File: config.mk
export PLATFORM = sky130hd
export DESIGN_NAME = qsw_hbridge_seq
export DESIGN_NICKNAME = d
export VERILOG_FILES = /design/src/rtl/qsw_pkg.sv /design/src/rtl/qsw_timebase.sv /design/src/rtl/qsw_width.sv /design/src/rtl/qsw_deadband.sv /design/src/rtl/qsw_hbridge_seq.sv
export SDC_FILE = /design/constraint.sdc
export NUM_CORES = 1
export LEC_CHECK = 0
export BUFFER_PORTS_ARGS = -buffer_cell sky130_fd_sc_hd__buf_4
export CORE_MARGIN = 8
export CORE_UTILIZATION = 60
export CTS_CLUSTER_SIZE = 30
export DETAILED_ROUTE_END_ITERATION = 12
export GPL_ROUTABILITY_DRIVEN = 1
export HOLD_SLACK_MARGIN = 0.06
export PLACE_DENSITY_LB_ADDON = 0.3
export REMOVE_ABC_BUFFERS = 1
export SYNTH_ARGS = -nofsm -noshare
export SYNTH_HDL_FRONTEND = slang
export SYNTH_HIERARCHICAL = 1
export SYNTH_SLANG_ARGS = --single-unit
File: constraint.sdc
create_clock -name clk -period 10.65 [get_ports clk]
set_clock_uncertainty 0.05 [all_clocks]
set_input_delay 1.065 -clock clk [delete_from_list [all_inputs] [get_ports clk]]
set_output_delay 1.065 -clock clk [all_outputs]
set_load 0.01 [all_outputs]
File: src/rtl/qsw_pkg.sv
// Shared types for the quasi-square-wave bridge sequencer.
// Assumes: a single clock domain; phase encoding is private to this block.
package qsw_pkg;
    typedef enum logic {
        PH_POS = 1'b0,
        PH_NEG = 1'b1
    } phase_e;
endpackage

File: src/rtl/qsw_timebase.sv
// Half-cycle timebase: counts 0..HALF_CYC-1 within each half and toggles the
// phase at every wrap. Holds at the start of the positive half while idle.
// Assumes: HALF_CYC >= 2; the first running cycle is the positive half, count 0.
module qsw_timebase
    import qsw_pkg::*;
#(
    parameter int HALF_CYC = 1000,
    parameter int CNT_W    = 10
) (
    input  logic             clk,
    input  logic             rst_n,
    input  logic             en,
    output logic [CNT_W-1:0] cnt_o,
    output phase_e           phase_o,
    output logic             active_o,
    output logic             last_o
);
    localparam logic [CNT_W-1:0] LAST_CNT = CNT_W'(HALF_CYC - 1);

    logic [CNT_W-1:0] cnt_q;
    phase_e           phase_q;
    logic             active_q;

    // Advance the in-half counter and flip the phase at the end of each half.
    always_ff @(posedge clk) begin
        if (!rst_n || !en) begin
            cnt_q    <= '0;
            phase_q  <= PH_POS;
            active_q <= 1'b0;
        end else if (!active_q) begin
            active_q <= 1'b1;
        end else if (cnt_q == LAST_CNT) begin
            cnt_q   <= '0;
            phase_q <= (phase_q == PH_POS) ? PH_NEG : PH_POS;
        end else begin
            cnt_q <= cnt_q + 1'b1;
        end
    end

    assign cnt_o    = cnt_q;
    assign phase_o  = phase_q;
    assign active_o = active_q;
    assign last_o   = active_q && (cnt_q == LAST_CNT);

    AST_CNT_RANGE: assert property (@(posedge clk) disable iff (!rst_n)
        cnt_q <= LAST_CNT);
    AST_PHASE_FLIP: assert property (@(posedge clk) disable iff (!rst_n)
        (en && last_o) |=> (phase_q != $past(phase_q)));
    AST_IDLE_START: assert property (@(posedge clk) disable iff (!rst_n)
        !en |=> (cnt_q == '0 && phase_q == PH_POS && !active_q));
endmodule

File: src/rtl/qsw_width.sv
// Width generator: scales the duty word to a cycle count, clamps it, and
// latches it at each half-cycle start. It emits one raw request per phase.
// Assumes: duty may change in any cycle; only the latched copy is used.
module qsw_width
    import qsw_pkg::*;
#(
    parameter int DUTY_W   = 8,
    parameter int HALF_CYC = 1000,
    parameter int CNT_W    = 10,
    parameter int MAX_CYC  = 900
) (
    input  logic              clk,
    input  logic              rst_n,
    input  logic [DUTY_W-1:0] duty,
    input  logic [CNT_W-1:0]  cnt,
    input  phase_e            phase,
    input  logic              active,
    input  logic              last,
    output logic              raw_pos,
    output logic              raw_neg
);
    localparam int              PROD_W  = DUTY_W + CNT_W + 1;
    localparam logic [CNT_W-1:0] MAX_VAL = CNT_W'(MAX_CYC);

    logic [PROD_W-1:0] prod;
    logic [CNT_W-1:0]  scaled;
    logic [CNT_W-1:0]  target;
    logic [CNT_W-1:0]  width_q;
    logic              in_pulse;

    // Scale the duty word to cycles and clamp it to the maximum conduction width.
    always_comb begin
        prod   = PROD_W'(duty) * PROD_W'(HALF_CYC);
        scaled = CNT_W'(prod >> DUTY_W);
        target = (scaled > MAX_VAL) ? MAX_VAL : scaled;
    end

    // Capture the width only while idle or on the edge that opens a new half.
    always_ff @(posedge clk) begin
        if (!rst_n) begin
            width_q <= '0;
        end else if (!active || last) begin
            width_q <= target;
        end
    end

    // Edge-aligned pulse: high from the half start for width_q cycles.
    always_comb begin
        in_pulse = active && (cnt < width_q);
        raw_pos  = in_pulse && (phase == PH_POS);
        raw_neg  = in_pulse && (phase == PH_NEG);
    end

    AST_WIDTH_CLAMP: assert property (@(posedge clk) disable iff (!rst_n)
        width_q <= MAX_VAL);
    AST_WIDTH_HOLD: assert property (@(posedge clk) disable iff (!rst_n)
        (active && !last) |=> $stable(width_q));
endmodule

File: src/rtl/qsw_deadband.sv
// Limb dead-band stage: registers the upper and lower requests of one limb.
// A switch turns on only after both devices of the limb have been off for
// DEAD_CYC counted cycles. Turn-off follows the request one cycle later.
// Assumes: the counter restarts from zero on reset or when en is low.
module qsw_deadband #(
    parameter int DEAD_CYC = 4
) (
    input  logic clk,
    input  logic rst_n,
    input  logic en,
    input  logic req_hi,
    input  logic req_lo,
    output logic gate_hi,
    output logic gate_lo
);
    localparam int              QW       = $clog2(DEAD_CYC + 1) + 1;
    localparam logic [QW-1:0]   DEAD_VAL = QW'(DEAD_CYC);

    logic          hi_q;
    logic          lo_q;
    logic [QW-1:0] quiet_q;
    logic          gap_ok;

    assign gap_ok = (quiet_q >= DEAD_VAL);

    // Register both gates, permitting a turn-on only after a full quiet gap.
    always_ff @(posedge clk) begin
        if (!rst_n || !en) begin
            hi_q <= 1'b0;
            lo_q <= 1'b0;
        end else begin
            hi_q <= req_hi && !req_lo && !lo_q && (hi_q || gap_ok);
            lo_q <= req_lo && !req_hi && !hi_q && (lo_q || gap_ok);
        end
    end

    // Count consecutive cycles with the whole limb off, saturating at DEAD_CYC.
    always_ff @(posedge clk) begin
        if (!rst_n || !en) begin
            quiet_q <= '0;
        end else if (hi_q || lo_q) begin
            quiet_q <= '0;
        end else if (!gap_ok) begin
            quiet_q <= quiet_q + 1'b1;
        end
    end

    assign gate_hi = hi_q;
    assign gate_lo = lo_q;

    AST_NO_SHOOT: assert property (@(posedge clk) disable iff (!rst_n)
        !(hi_q && lo_q));
    AST_DEAD_HI: assert property (@(posedge clk) disable iff (!rst_n)
        $rose(hi_q) |-> $past(!lo_q && quiet_q >= DEAD_VAL));
    AST_DEAD_LO: assert property (@(posedge clk) disable iff (!rst_n)
        $rose(lo_q) |-> $past(!hi_q && quiet_q >= DEAD_VAL));
endmodule

File: src/rtl/qsw_hbridge_seq.sv
// Top of the quasi-square-wave H-bridge sequencer. It chains the timebase,
// the width generator and one dead-band stage per limb. Positive-half
// requests drive A (limb-one upper) and C (limb-two lower). Negative-half
// requests drive D (limb-two upper) and B (limb-one lower).
// Assumes: CLK_HZ is a multiple of 2*FUND_HZ; en gates the outputs directly.
module qsw_hbridge_seq
    import qsw_pkg::*;
#(
    parameter int CLK_HZ   = 100_000,
    parameter int FUND_HZ  = 50,
    parameter int DUTY_W   = 8,
    parameter int MAX_PCT  = 90,
    parameter int DEAD_CYC = 4
) (
    input  logic              clk,
    input  logic              rst_n,
    input  logic              en,
    input  logic [DUTY_W-1:0] duty,
    output logic              gate_a,
    output logic              gate_b,
    output logic              gate_c,
    output logic              gate_d
);
    localparam int HALF_CYC = CLK_HZ / (2 * FUND_HZ);
    localparam int CNT_W    = $clog2(HALF_CYC);
    localparam int MAX_CYC  = HALF_CYC * MAX_PCT / 100;
    localparam int N_LIMB   = 2;

    logic [CNT_W-1:0]  cnt;
    phase_e            phase;
    logic              active;
    logic              last;
    logic              raw_pos;
    logic              raw_neg;
    logic [N_LIMB-1:0] g_hi;
    logic [N_LIMB-1:0] g_lo;

    qsw_timebase #(
        .HALF_CYC (HALF_CYC),
        .CNT_W    (CNT_W)
    ) u_timebase (
        .clk      (clk),
        .rst_n    (rst_n),
        .en       (en),
        .cnt_o    (cnt),
        .phase_o  (phase),
        .active_o (active),
        .last_o   (last)
    );

    qsw_width #(
        .DUTY_W   (DUTY_W),
        .HALF_CYC (HALF_CYC),
        .CNT_W    (CNT_W),
        .MAX_CYC  (MAX_CYC)
    ) u_width (
        .clk     (clk),
        .rst_n   (rst_n),
        .duty    (duty),
        .cnt     (cnt),
        .phase   (phase),
        .active  (active),
        .last    (last),
        .raw_pos (raw_pos),
        .raw_neg (raw_neg)
    );

    // One dead-band stage per limb: limb 0 upper is positive, limb 1 upper is negative.
    for (genvar l = 0; l < N_LIMB; l++) begin : g_limb
        logic up_req;
        logic dn_req;
        assign up_req = (l == 0) ? raw_pos : raw_neg;
        assign dn_req = (l == 0) ? raw_neg : raw_pos;
        qsw_deadband #(
            .DEAD_CYC (DEAD_CYC)
        ) u_dead (
            .clk     (clk),
            .rst_n   (rst_n),
            .en      (en),
            .req_hi  (up_req),
            .req_lo  (dn_req),
            .gate_hi (g_hi[l]),
            .gate_lo (g_lo[l])
        );
    end

    // Gate the registered drives with en so a disable takes effect at once.
    always_comb begin
        gate_a = g_hi[0] && en;
        gate_b = g_lo[0] && en;
        gate_d = g_hi[1] && en;
        gate_c = g_lo[1] && en;
    end

    AST_OUT_IDLE: assert property (@(posedge clk) disable iff (!rst_n)
        !en |-> !(gate_a || gate_b || gate_c || gate_d));
    AST_HALF_EXCL: assert property (@(posedge clk) disable iff (!rst_n)
        !(gate_a && gate_d));
    AST_RST_QUIET: assert property (@(posedge clk)
        !rst_n |=> !(gate_a || gate_b || gate_c || gate_d));
endmodule

==> Yosys cells after proc, flatten, opt, wreduce, memory -nomap -nowiden <==
Cells that the tools add are included.
{ "totals": {"ff_bits": 34, "inputBits": 11, "wordCells": 62} }
{ "classes": {"n_addsub": 3, "n_mul": 1, "order_cmp": 4, "n_eq_ne": 1, "mux": 4, "bitwise_logic": 1, "n_reduce_logical": 38} }
{ "ops": {"columns": ["cell", "n"], "rows": [
  ["$mux 10", 2],
  ["$logic_and 1x1->1", 18],
  ["$mul 8x7->15 const B", 1],
  ["$add 10x1->10 const B", 1],
  ["$eq 10x10->1 const B", 1],
  ["$gt 10x10->1 const B", 1],
  ["$lt 10x10->1", 1],
  ["$logic_not 1->1", 9],
  ["$add 4x1->4 const B", 2],
  ["$ge 4x3->1 const B", 2],
  ["$logic_or 1x1->1", 8],
  ["$reduce_or 2->1", 2],
  ["$mux 1", 2],
  ["$reduce_and 2->1", 1],
  ["$not 1->1", 1]
]} }

==> Longest topological paths before layout <==
{ "depth": {"depth_word": 7, "depth_mapped": 16, "depth_no_buf": 15} }

==> By module <==
Netlist, hierarchy kept.
{ "modules_own_cells": {"columns": ["mod", "n_inst", "cells_each", "area_per_inst_um2"], "rows": [
  ["qsw_width", 1, 236, 2154.6],
  ["qsw_timebase", 1, 58, 570.5],
  ["qsw_deadband", 2, 26, 240.2],
  ["qsw_hbridge_seq", 1, 4, 25.0]
]} }

==> Worst setup path before layout <==
OpenSTA, ideal clock, no wires.
{ "synth_timing": {"path_kind": "input -> register", "from": "input port duty[1]", "to": "register u_width.width_q[2]", "setup_time_ps": 117, "t_arrival_ps": 4916, "slack_ps": 5567, "path_stages": 15, "path_buffers": 1, "path_cell_list": "fa_1 > inv_1 > fa_1 > fa_1 > fa_1 > inv_1 > ha_1 > buf_2 > a21o_1 > a211o_1 > a32o_1 > a31o_1 > nor3_1 > a21oi_2 > a22o_1"} }
{ "synth_via": {"elab_chain_len": 3} }
{ "synth_rtl": {"columns": ["item", "line", "rtl"], "rows": [
  ["from (decl)", "qsw_hbridge_seq.sv:18", "input logic [DUTY_W-1:0] duty,"],
  ["$mul 8x7->15 (*)", "qsw_width.sv:33", "prod = PROD_W'(duty) * PROD_W'(HALF_CYC);"],
  ["$gt 10x10->1", "qsw_width.sv:35", "target = (scaled > MAX_VAL) ? MAX_VAL : scaled;"],
  ["$mux 10 (*)", "qsw_width.sv:35", null],
  ["to (signal assigned)", "qsw_width.sv:43", "width_q <= target;"],
  ["to (decl)", "qsw_width.sv:28", "logic [CNT_W-1:0] width_q;"]
]} }
Every way passes the cells marked *; elsewhere a longest branch is shown, timed or not.
A chain may end at the register's enable or synchronous reset.

==> Worst setup path after layout <==
{ "layout_timing": {"from": "input port duty[0]", "to": "register u_width.width_q[0]"} }
The elaborated chain is that of the path after synthesis.

==> impl_metrics.yaml <==
sta:
  report.final.slew_viol_count: 0
  fmax_ghz: 0.196
  setup_viol: 0
  fin_crit_sh: 0.479
  maxSlewHeadroom: 0.586
  period_needed_ns: 5.10
  tightest_slew_ns: 0.620
  rsz0062_at_grt: "no"
  finalHoldViolCount: 0
  fin_setup_tns_ns: 0
  worst_slack_ns: 5.55
yosys:
  yosys.area_share.adder: 0.310
  synth_edf_count: 0
  synthCells: 350
  synthArstFlopShare: 0
  synth_top_family_by_area: "adder cells"
  yosys.area_share.simple: 0.170
  synth_seq_cells: 34
  syn_area_per_cell_um2: 9.23
  synth_ff_type: "dfxtp_1"
  yosys.area_share.xor_xnor: 0.0438
  synth_seq_area_share: 0.211
  yosysUniqueCellTypes: 64
  synth.area.mux_share: 0.00930
  syn-cell-area_um2: 3230
  synth_warnings: 6
  synth_compound_area_frac: 0.180
global_routing:
  grt_overflow: 0
  grt_pass1_wl_um: 10900
  track_usage: 0.168
  grt_max_degree: 11
  antenna_found_initial: 0
  grt_pass1_vias: 2614
setup_path:
  cp.required_ns: 10.77
  cp_cell_sequence: "buf_4 -> fa_1 -> xor2_1 -> ha_1 -> inv_1 -> fa_1 -> fa_1 -> inv_1 -> ha_1 -> and2_1 -> a221o_1 -> a2111oi_4 -> xnor2_1 -> o211ai_2 -> a21oi_2 -> o2bb2ai_1"
  end_kind: "flip-flop"
  crit_buf_inv: 3
  cp_slowest_cell: "fa_1"
  critPathTopFamily: "adder cells"
  crit_path_max_incr_delay_ns: 0.53
  path_max_fanout: 10
  critical_path_arrival_ns: 5.22
  cp-start-kind: "input port"
  path_class: "in2reg"
  crit_path_frequent_cell: "fa_1"
clock_tree:
  htree_levels: 2
  cts_tree: "done"
  post-cts-setup-buffer-count: 0
  clkSinkCount: 34
  cts.repair.resized: 0
  hold_buffers: 0
  cts_buffers: 5
  root_buffer: "clkbuf_8"
  clock_path_buffers: 2
  clk_pin_slew_worst_paths_ns: 0.06
  clk_latency_ns: 0.28
power_and_ir_drop:
  powerDensity_nw_per_um2: 213
  power.leakage_nw: 1.57
  peakVddDrop_mv: 0.145
  power_switching_share: 0.423
  pwr-share-clk: 0.159
  switchingPower_mw: 0.314
  p_comb_frac: 0.637
  intPower_mw: 0.429
  seqPwrFrac: 0.204
flow_run:
  timing.max_cap.violations: 0
floorplan:
  rows: 26
  die_h_um: 89.4
  chipWidth_um: 89.4
  initial_core_util: 0.629
  die_area_um2: 7990
  coreArea_um2: 5140
  io_pins: 15
drt:
  remaining_drc_errors: 0
  ant_nets: 0
  wl_um: 5940
  drt_iter0_drc: 105
  wire_per_inst_um: 13.7
  num_vias: 2436
  drtPass1Iterations: 4
  viasPerCell: 5.61
hold_path:
  hp-class: "reg2reg"
finish:
  syn2layout_area_growth_pct: 8.13
  n_antenna_cell: 0
  utilization: 0.680
  drive_above_1_share: 0.0962
  finalNetCount: 443
place:
  place_ws_ns: 5.25
  dp_hpwl_um: 4920
  place_congestion: 0.902
  port_buffers: 14
outcome:
  status: "completed"
## through the flow
| stage | cells | total power [mW] | hold slack [ns] | area, um2 |
|---|---|---|---|---|
| floorplan | 343 | 0.534 | 0.377 | 3190 |
| global placement | 427 | 0.611 | 0.395 | 3380 |
| detailed placement | 427 | 0.625 | 0.397 | 3380 |
| CTS | 434 | 0.746 | 0.406 | 3490 |
| global route | 434 | 0.817 | 0.435 | 3490 |
| finish | 434 | 0.744 | 0.401 | 3490 |
## worst paths after layout
check                                    startpoint                  endpoint  slack [ns]  depth (start not counted)
worst min register to register   u_width/width_q[8]        u_width/width_q[8]        0.40                          2
worst min-delay path             u_width/width_q[8]        u_width/width_q[8]        0.40                          2
worst max register to register  u_timebase/cnt_o[5]  g_limb[0].u_dead/gate_hi        8.01                          7
worst max-delay path                        duty[0]        u_width/width_q[0]        5.55                         16
## cells in the mapped netlist (all sizes together), types with 2 or more instances
| master | count | share of area |
|---|---|---|
| o21ai | 12 | 0.019 |
| nand3 | 4 | 0.0077 |
| and2 | 6 | 0.012 |
| nand2 | 15 | 0.017 |
| a21o | 7 | 0.016 |
| a32o | 4 | 0.012 |
| dfxtp | 34 | 0.21 |
| nand4bb | 2 | 0.0070 |
| xor2 | 4 | 0.011 |
| nor4 | 5 | 0.012 |
| ha | 48 | 0.19 |
| mux2i | 3 | 0.0093 |
| a2111oi | 3 | 0.014 |
| fa | 20 | 0.12 |
| a31o | 3 | 0.0081 |
| nor2b | 2 | 0.0039 |
| a21oi | 22 | 0.035 |
| buf | 6 | 0.012 |
| inv | 54 | 0.063 |
| nor2 | 16 | 0.019 |
| o21a | 3 | 0.0093 |
| a211oi | 4 | 0.0093 |
| a221oi | 2 | 0.0054 |
| nor3 | 11 | 0.017 |
| nand2b | 9 | 0.017 |
| or3 | 9 | 0.018 |
| nand4 | 4 | 0.014 |
| xnor2 | 10 | 0.033 |
| or4 | 2 | 0.0046 |
| a22o | 3 | 0.0085 |
| or3b | 2 | 0.0054 |
## final cells by class
type,instances,area [um2]
sequential,34,681
multi-input combinational,255,2300
clock inverter,1,30.0
clock buffer,6,82.6
fill,444,1650
inverter,54,203
tap,70,87.6
timing repair buffer,14,105
## registers in the layout, summed over array words and instances (netlist names)
name and cells:
g_limb.u_dead/quiet_q 8, u_timebase/active_o 1, u_timebase/phase_o 1, u_width/width_q 10, g_limb.u_dead/gate_lo 2, g_limb.u_dead/gate_hi 2, u_timebase/cnt_o 10
## per-layer routing
metal	vias up	GRT usage	wire (um)
li1	1259	-	-
met3	7	0.0119	86
met5	-	0	0
met2	30	0.320	3070
met1	1140	0.189	2690
met4	0	0.0604	98
## cell usage in the layout, fill, tap and decap left out, types with 2 or more instances in the layout
cell | Yosys | routed
inv_1 | 54 | 54
ha_1 | 48 | 48
dfxtp_1 | 34 | 34
a21oi_1 | 21 | 21
fa_1 | 20 | 20
nor2_1 | 16 | 16
nand2_1 | 15 | 15
buf_4 | 1 | 14
o21ai_0 | 12 | 12
nor3_1 | 11 | 11
nand2b_1 | 9 | 9
xnor2_1 | 9 | 9
or3_1 | 8 | 8
a21o_1 | 7 | 7
and2_1 | 6 | 6
clkbuf_8 | 0 | 6
nor4_1 | 4 | 4
xor2_1 | 4 | 4
a211oi_1 | 4 | 4
a32o_1 | 4 | 4
mux2i_1 | 3 | 3
nand3_1 | 3 | 3
a31o_1 | 3 | 3
or3b_1 | 2 | 2
nand4bb_1 | 2 | 2
or4_1 | 2 | 2
nand4_1 | 2 | 2
nor2b_1 | 2 | 2
a2111oi_0 | 2 | 2
o21a_1 | 2 | 2
a221oi_1 | 2 | 2
a22o_1 | 2 | 2
## power by group through the flow
stage / registers, mW / logic, mW / clock network, mW
global placement: 0.154 / 0.457 / 0
global route: 0.154 / 0.538 / 0.125
CTS: 0.152 / 0.473 / 0.121
detailed placement: 0.155 / 0.470 / 0
finish: 0.152 / 0.473 / 0.118
floorplan: 0.153 / 0.381 / 0
## tightest hold or removal path, stage by stage (launching register included)
cell     delay (ns)
dfxtp_1        0.31
nand2_1        0.05
a21oi_1        0.05
## logic make-up (layout without fill, tap and decap cells)
kind of cell,after synthesis,count (layout)
DFF,34,34
and+or+nand+nor,93,93
xor gates and xnor gates,14,14
buffers and inverters,61,75
muxes,3,3
adders and majority gates,68,68
AOI/OAI and AO/OA,77,77
Power figures use the tool's default switching activity.
